## src/rtl/bsz_pkg.sv

```systemverilog
package bsz_pkg;

   localparam int LANES = 4;
   localparam int HALF  = LANES / 2;

   typedef enum logic [1:0] {
      PH_IDLE = 2'd0,
      PH_ADDR = 2'd1,
      PH_DATA = 2'd2
   } phase_e;

endpackage

```

## src/rtl/bsz_lane_class.sv

```systemverilog
module bsz_lane_class
   import bsz_pkg::*;
#(
   parameter int NLANE = LANES
) (
   input  logic [NLANE-1:0] be_n,
   output logic             lo_any,
   output logic             hi_any,
   output logic             hi_only
);
   localparam int NHALF = NLANE / 2;

   logic [NHALF-1:0] lo_en;
   logic [NHALF-1:0] hi_en;

   for (genvar i = 0; i < NHALF; i++) begin : g_half
      assign lo_en[i] = ~be_n[i];
      assign hi_en[i] = ~be_n[i+NHALF];
   end

   assign lo_any  = |lo_en;
   assign hi_any  = |hi_en;
   assign hi_only = hi_any & ~lo_any;

endmodule

```

## src/rtl/bsz_seq.sv

```systemverilog
module bsz_seq
   import bsz_pkg::*;
#(
   parameter bit ERR_CHECK = 1'b1
) (
   input  logic   clk,
   input  logic   rst_n,
   input  logic   req_valid,
   input  logic   ack_n,
   input  logic   narrow_n,
   input  logic   lo_any,
   input  logic   hi_any,
   output phase_e phase,
   output logic   second,
   output logic   take,
   output logic   latch_lo,
   output logic   finish,
   output logic   err_now,
   output logic   narrow_hi,
   output logic   req_ready
);
   logic in_data;
   logic acked;
   logic need_split;

   assign in_data    = (phase == PH_DATA);
   assign acked      = in_data & ~ack_n;
   assign need_split = lo_any & hi_any & ~narrow_n & ~second;

   assign req_ready = (phase == PH_IDLE);
   assign take      = req_ready & req_valid;
   assign latch_lo  = acked & need_split;
   assign finish    = acked & ~need_split;
   assign narrow_hi = ~second & hi_any & ~lo_any & ~narrow_n;

   if (ERR_CHECK) begin : g_err_on
      assign err_now = finish & second & narrow_n;
   end else begin : g_err_off
      assign err_now = 1'b0;
   end

   always_ff @(posedge clk or negedge rst_n) begin
      if (!rst_n) begin
         phase  <= PH_IDLE;
         second <= 1'b0;
      end else begin
         unique case (phase)
            PH_IDLE: begin
               if (req_valid) begin
                  phase  <= PH_ADDR;
                  second <= 1'b0;
               end
            end
            PH_ADDR: phase <= PH_DATA;
            PH_DATA: begin
               if (!ack_n) begin
                  if (need_split) begin
                     phase  <= PH_ADDR;
                     second <= 1'b1;
                  end else begin
                     phase  <= PH_IDLE;
                     second <= 1'b0;
                  end
               end
            end
            default: phase <= PH_IDLE;
         endcase
      end
   end

endmodule

```

## src/rtl/bsz_wr_steer.sv

```systemverilog
module bsz_wr_steer
   import bsz_pkg::*;
#(
   parameter int BYTE_W = 8
) (
   input  logic [LANES*BYTE_W-1:0] wdata,
   input  logic                    dup,
   input  logic                    drive,
   output logic [LANES*BYTE_W-1:0] dout
);
   localparam int HW = HALF * BYTE_W;

   logic [HW-1:0] upper;
   logic [HW-1:0] lower;

   assign upper = wdata[2*HW-1:HW];
   assign lower = dup ? upper : wdata[HW-1:0];
   assign dout  = drive ? {upper, lower} : '0;

endmodule

```

## src/rtl/bsz_rd_merge.sv

```systemverilog
module bsz_rd_merge
   import bsz_pkg::*;
#(
   parameter int BYTE_W = 8
) (
   input  logic                    clk,
   input  logic                    rst_n,
   input  logic [LANES*BYTE_W-1:0] din,
   input  logic [LANES-1:0]        be_n,
   input  logic                    write,
   input  logic                    second,
   input  logic                    narrow_hi,
   input  logic                    latch_lo,
   output logic [LANES*BYTE_W-1:0] merged
);
   localparam int HW = HALF * BYTE_W;

   logic [HW-1:0] lo_q;

   always_ff @(posedge clk or negedge rst_n) begin
      if (!rst_n)        lo_q <= '0;
      else if (latch_lo) lo_q <= din[HW-1:0];
   end

   for (genvar i = 0; i < LANES; i++) begin : g_lane
      logic [BYTE_W-1:0] pick;
      if (i < HALF) begin : g_lo
         assign pick = second ? lo_q[i*BYTE_W +: BYTE_W] : din[i*BYTE_W +: BYTE_W];
      end else begin : g_hi
         localparam int SRC = i - HALF;
         assign pick = (second | narrow_hi) ? din[SRC*BYTE_W +: BYTE_W]
                                            : din[i*BYTE_W +: BYTE_W];
      end
      assign merged[i*BYTE_W +: BYTE_W] = (be_n[i] | write) ? '0 : pick;
   end

endmodule

```

## src/rtl/bus_sizer.sv

```systemverilog
module bus_sizer
   import bsz_pkg::*;
#(
   parameter int ADDR_W    = 30,
   parameter int BYTE_W    = 8,
   parameter bit ERR_CHECK = 1'b1
) (
   input  logic                  clk,
   input  logic                  rst_n,
   input  logic                  req_valid,
   output logic                  req_ready,
   input  logic [ADDR_W-1:0]     req_addr,
   input  logic [3:0]            req_be_n,
   input  logic                  req_write,
   input  logic [4*BYTE_W-1:0]   req_wdata,
   output logic [ADDR_W-1:0]     bus_addr,
   output logic [3:0]            bus_be_n,
   output logic                  bus_write,
   output logic                  bus_start,
   output logic                  bus_cyc,
   output logic [4*BYTE_W-1:0]   bus_dout,
   output logic                  bus_drive,
   input  logic [4*BYTE_W-1:0]   bus_din,
   input  logic                  ack_n,
   input  logic                  narrow_n,
   output logic [4*BYTE_W-1:0]   rd_data,
   output logic                  done,
   output logic                  proto_err
);
   localparam int DATA_W = LANES * BYTE_W;

   if (ADDR_W < 1 || ADDR_W > 62) begin : g_bad_addr
      $error("bus_sizer: ADDR_W out of range");
   end
   if (BYTE_W < 1) begin : g_bad_byte
      $error("bus_sizer: BYTE_W must be positive");
   end
   if (LANES != 4) begin : g_bad_lanes
      $error("bus_sizer: lane count must be four");
   end

   logic [ADDR_W-1:0] addr_q;
   logic [LANES-1:0]  be_q;
   logic              wr_q;
   logic [DATA_W-1:0] wdata_q;

   phase_e phase;
   logic second, take, latch_lo, finish, err_now, narrow_hi;
   logic lo_any, hi_any, hi_only;
   logic [DATA_W-1:0] merged;
   logic [DATA_W-1:0] steer;

   always_ff @(posedge clk or negedge rst_n) begin
      if (!rst_n) begin
         addr_q  <= '0;
         be_q    <= '1;
         wr_q    <= 1'b0;
         wdata_q <= '0;
      end else if (take) begin
         addr_q  <= req_addr;
         be_q    <= req_be_n;
         wr_q    <= req_write;
         wdata_q <= req_wdata;
      end
   end

   bsz_lane_class #(.NLANE(LANES)) u_class (
      .be_n    (be_q),
      .lo_any  (lo_any),
      .hi_any  (hi_any),
      .hi_only (hi_only)
   );

   bsz_seq #(.ERR_CHECK(ERR_CHECK)) u_seq (
      .clk       (clk),
      .rst_n     (rst_n),
      .req_valid (req_valid),
      .ack_n     (ack_n),
      .narrow_n  (narrow_n),
      .lo_any    (lo_any),
      .hi_any    (hi_any),
      .phase     (phase),
      .second    (second),
      .take      (take),
      .latch_lo  (latch_lo),
      .finish    (finish),
      .err_now   (err_now),
      .narrow_hi (narrow_hi),
      .req_ready (req_ready)
   );

   assign bus_cyc   = (phase != PH_IDLE);
   assign bus_start = (phase == PH_ADDR);
   assign bus_addr  = addr_q;
   assign bus_write = wr_q;
   assign bus_drive = bus_cyc & wr_q;

   always_comb begin
      if (!bus_cyc)    bus_be_n = '1;
      else if (second) bus_be_n = {be_q[LANES-1:HALF], {HALF{1'b1}}};
      else             bus_be_n = be_q;
   end

   bsz_wr_steer #(.BYTE_W(BYTE_W)) u_steer (
      .wdata (wdata_q),
      .dup   (second | hi_only),
      .drive (bus_drive),
      .dout  (steer)
   );
   assign bus_dout = steer;

   bsz_rd_merge #(.BYTE_W(BYTE_W)) u_merge (
      .clk       (clk),
      .rst_n     (rst_n),
      .din       (bus_din),
      .be_n      (be_q),
      .write     (wr_q),
      .second    (second),
      .narrow_hi (narrow_hi),
      .latch_lo  (latch_lo),
      .merged    (merged)
   );

   always_ff @(posedge clk or negedge rst_n) begin
      if (!rst_n) begin
         rd_data   <= '0;
         done      <= 1'b0;
         proto_err <= 1'b0;
      end else begin
         done      <= finish;
         proto_err <= err_now;
         if (finish) rd_data <= merged;
      end
   end

endmodule

```

## config.mk

```make
export PLATFORM = sky130hd
export DESIGN_NAME = bus_sizer
export DESIGN_NICKNAME = d
export VERILOG_FILES = /design/src/rtl/bsz_pkg.sv /design/src/rtl/bsz_lane_class.sv /design/src/rtl/bsz_seq.sv /design/src/rtl/bsz_wr_steer.sv /design/src/rtl/bsz_rd_merge.sv /design/src/rtl/bus_sizer.sv
export SDC_FILE = /design/constraint.sdc
export NUM_CORES = 1
export LEC_CHECK = 0
export BUFFER_PORTS_ARGS = -buffer_cell sky130_fd_sc_hd__buf_2
export CORE_AREA = 2 2 119 98
export CTS_CLUSTER_SIZE = 40
export DETAILED_ROUTE_END_ITERATION = 12
export DIE_AREA = 0 0 121 100
export HOLD_SLACK_MARGIN = 0.15
export PLACE_DENSITY = 0.84
export SYNTH_ARGS = -nofsm -noshare
export SYNTH_HDL_FRONTEND = slang
export SYNTH_HIERARCHICAL = 1
export SYNTH_SLANG_ARGS = --single-unit
```

## constraint.sdc

```tcl
create_clock -name clk -period 3.17 [get_ports clk]
set_clock_uncertainty 0.05 [all_clocks]
set_input_delay 0.4755 -clock clk [delete_from_list [all_inputs] [get_ports clk]]
set_output_delay 0.4755 -clock clk [all_outputs]
set_load 0.02 [all_outputs]
```

==> impl_metrics.env <==
export IMPL_setup_viol=0
export IMPL_grt_use_total_pct=22.3
export IMPL_viasPerCell=5.10
export IMPL_maxCapViolCount=0
export IMPL_p_per_area_mw_per_mm2=1130
export IMPL_place_gp_congestion=0.852
export IMPL_layout_drive_gt1_share_pct=55.8
export IMPL_critPathSlowestCell="dfstp_2"
export IMPL_syn_area_per_cell_sq_um=13.4
export IMPL_htree_levels=4
export IMPL_hold_class="in2reg"
export IMPL_ys_seq_area_share_pct=52.6
export IMPL_synth_top_area_cell="dfrtp_1"
export IMPL_core_region_area_sq_mm=0.0111
export IMPL_ioPinCount=209
export IMPL_remaining_drc_errors=0
export IMPL_synth_warnings=6
export IMPL_synth_seq_cells=120
export IMPL_synth_top_area_share_pct=50.7
export IMPL_clk_latency_ns=0.41
export IMPL_clock_sinks=120
export IMPL_synth_top_flop_cell="dfrtp_1"
export IMPL_hpwl_mm=9.66
export IMPL_cp_start_kind="flop"
export IMPL_avgRoutedWirePerCell_microns=16.8
export IMPL_dr_pass1_iters=4
export IMPL_start_util_pct=51.7
export IMPL_reg2reg_slack_ns=1.19
export IMPL_antenna_cells=0
export IMPL_cts_made_buffers=17
export IMPL_num_vias=4038
export IMPL_fp_dieH_microns=100
export IMPL_drtAntennaViolNets=0
export IMPL_finalSetupTns_ns=0
export IMPL_crit_arrival_ns=2.13
export IMPL_synthTopCellsByCount="dfrtp_1, mux2_2, mux2i_1, mux2_4"
export IMPL_clock_fmax_ghz=0.376
export IMPL_clk_pin_slew_ns=0.06
export IMPL_maxSlewHeadroom_pct=56.7
export IMPL_crit_path_cell_trace="nand2_2 > a21oi_2 > or2_2 > mux2i_1 > nor2b_1 > buf_2"
export IMPL_first_iter_violations=233
export IMPL_grt_pass1_wl_mm=20.9
export IMPL_ir_drop_mv=0.595
export IMPL_synthCells=426
export IMPL_cts_tree="built"
export IMPL_antenna_found_initial=0
export IMPL_synth_edf_count=0
export IMPL_finalCritPeriodShare_pct=83.8
export IMPL_rsz0062_at_grt="false"
export IMPL_outcome="complete, no violations"
export IMPL_die_w_microns=121
export IMPL_routed_wl_mm=13.3
export IMPL_tightestPinTransition_ns=0.649
export IMPL_critPathKind="reg2out"
export IMPL_finalMaxSlewViolations=0
export IMPL_required_ns=2.64
export IMPL_grt_max_degree=72
export IMPL_leakagePower_uw=0.00367
export IMPL_post_cts_setup_buffer_count=0
export IMPL_first_global_vias=4130
export IMPL_crit_fanout=16
export IMPL_area_delta_synth_final_pct=29.1
export IMPL_synth_most_common_cell="dfrtp_1"
export IMPL_fillers=841
export IMPL_yosys_top_cells_area="dfrtp_1, mux2_2, mux2_4, mux2i_1, mux2_1"
export IMPL_root_buffer="clkbuf_16"
export IMPL_io_buffers=208
export IMPL_nets=734
export IMPL_endpoint_kind="primary output"
export IMPL_hold_viol_final=0
export IMPL_post_cts_resized=0
export IMPL_die_area_sq_mm=0.0121
export IMPL_power_uw=8330
export IMPL_fin_crit_ns=2.66
export IMPL_synth_net_count=530
export IMPL_num_rows=35
export IMPL_holdBufCountCts=1
export IMPL_slowest_delay_ns=0.55
export IMPL_syn_area_sq_mm=0.00572
export IMPL_overflow=0
export IMPL_ctsLongestPathBuffers=2
export IMPL_async_flop_share_pct=100
export IMPL_synth_cell_types=35
registers in the layout, summed over array words and instances, names as in the netlist:
name and cells:
u_merge/lo_q 16, rd_data 32, proto_err 1, u_seq/second 1
be_q 4, wdata_q 32, bus_write 1, bus_addr 30
done 1, u_seq/phase 2
final timing paths:
path                                              from                           to  cells after the start
worst min register to register  rd_data[5]$_DFFE_PN0P_       rd_data[5]$_DFFE_PN0P_                      1
max in group asynchronous                        rst_n          be_q[2]$_DFFE_PN1P_                      3
min in group asynchronous                        rst_n  u_merge/lo_q[9]$_DFFE_PN0P_                      2
worst max register to register     be_q[2]$_DFFE_PN1P_      rd_data[13]$_DFFE_PN0P_                      5
worst min-delay path                     req_wdata[30]      wdata_q[30]$_DFFE_PN0P_                      2
worst max-delay path               be_q[0]$_DFFE_PN1P_                 bus_dout[11]                      6
critical path: cells and delay by family, from the launching register on:
kind                   cells  cell delay, ns
and+or+nand+nor            3            0.62
buffers and inverters      1            0.16
AOI/OAI and AO/OA          1            0.09
DFF                        1            0.55
muxes                      1            0.30
logic make-up (layout without fill, tap and decap cells):
kind of cell,count (synthesis),in the layout,synth area share [%]
AO/OA/AOI/OAI,35,35,3.13
buffers and inverters,31,248,3.78
flip-flops,120,120,52.6
multiplexers,148,148,30.4
AND/OR/NAND/NOR,92,92,10.2
metrics by stage:
stage | setup slack, ns | instance area [sq um] | cells | utilization [%] | hold WS, ns
floorplan | 1.04 | 5720 | 426 | - | 0.130
global placement | 1.07 | 6820 | 758 | 61.6 | 0.416
detailed placement | 0.962 | 6820 | 758 | 61.6 | 0.421
CTS | 0.500 | 7390 | 791 | 66.7 | 0.231
global route | 0.410 | 7390 | 791 | 66.7 | 0.232
finish | 0.514 | 7390 | 791 | 66.7 | 0.243
cell type report:
| cell class | count | area (sq um) | share of cell area (%) |
|---|---|---|---|
| well taps | 148 | 185 | 2.51 |
| repair buffers | 215 | 1120 | 15.2 |
| multi-input cells | 275 | 2510 | 34.0 |
| inverters | 1 | 3.75 | 0.0508 |
| clock buffers | 17 | 425 | 5.76 |
| clock inverters | 15 | 131 | 1.78 |
| flip-flops and latches | 120 | 3010 | 40.7 |
placed cells by master (no fill, tap or decap), drive strengths merged:
cell         count
buf            214
dfrtp          116
mux2           115
mux2i           33
nor2            19
nor2b           19
a21oi           18
and2            18
clkbuf          17
o21ai           17
or3b            16
clkinvlp         8
or2              7
clkinv           5
dfstp            4
nand2            3
or3              2
nand3b           2
inv              2
bufinv           1
dlygate4sd3      1
nor4b            1
and4bb           1
nor3b            1
and3             1
nand2b           1
nand3            1
metal layers:
layer  track usage (%)  up-vias  routed length, microns
li1                  -     1904                       -
met1              28.6     1980                    5620
met2              36.0      130                    6540
met3              5.80       24                     811
met4              9.48        0                     305
met5                 0        -                       0
report_power, final:
part	leakage [uW]	switching [uW]	internal [uW]
clock network	0.000249	707	1070
registers	0.00147	475	2300
logic	0.00195	2060	1720
Note: power is estimated with default switching activity, not from simulation.
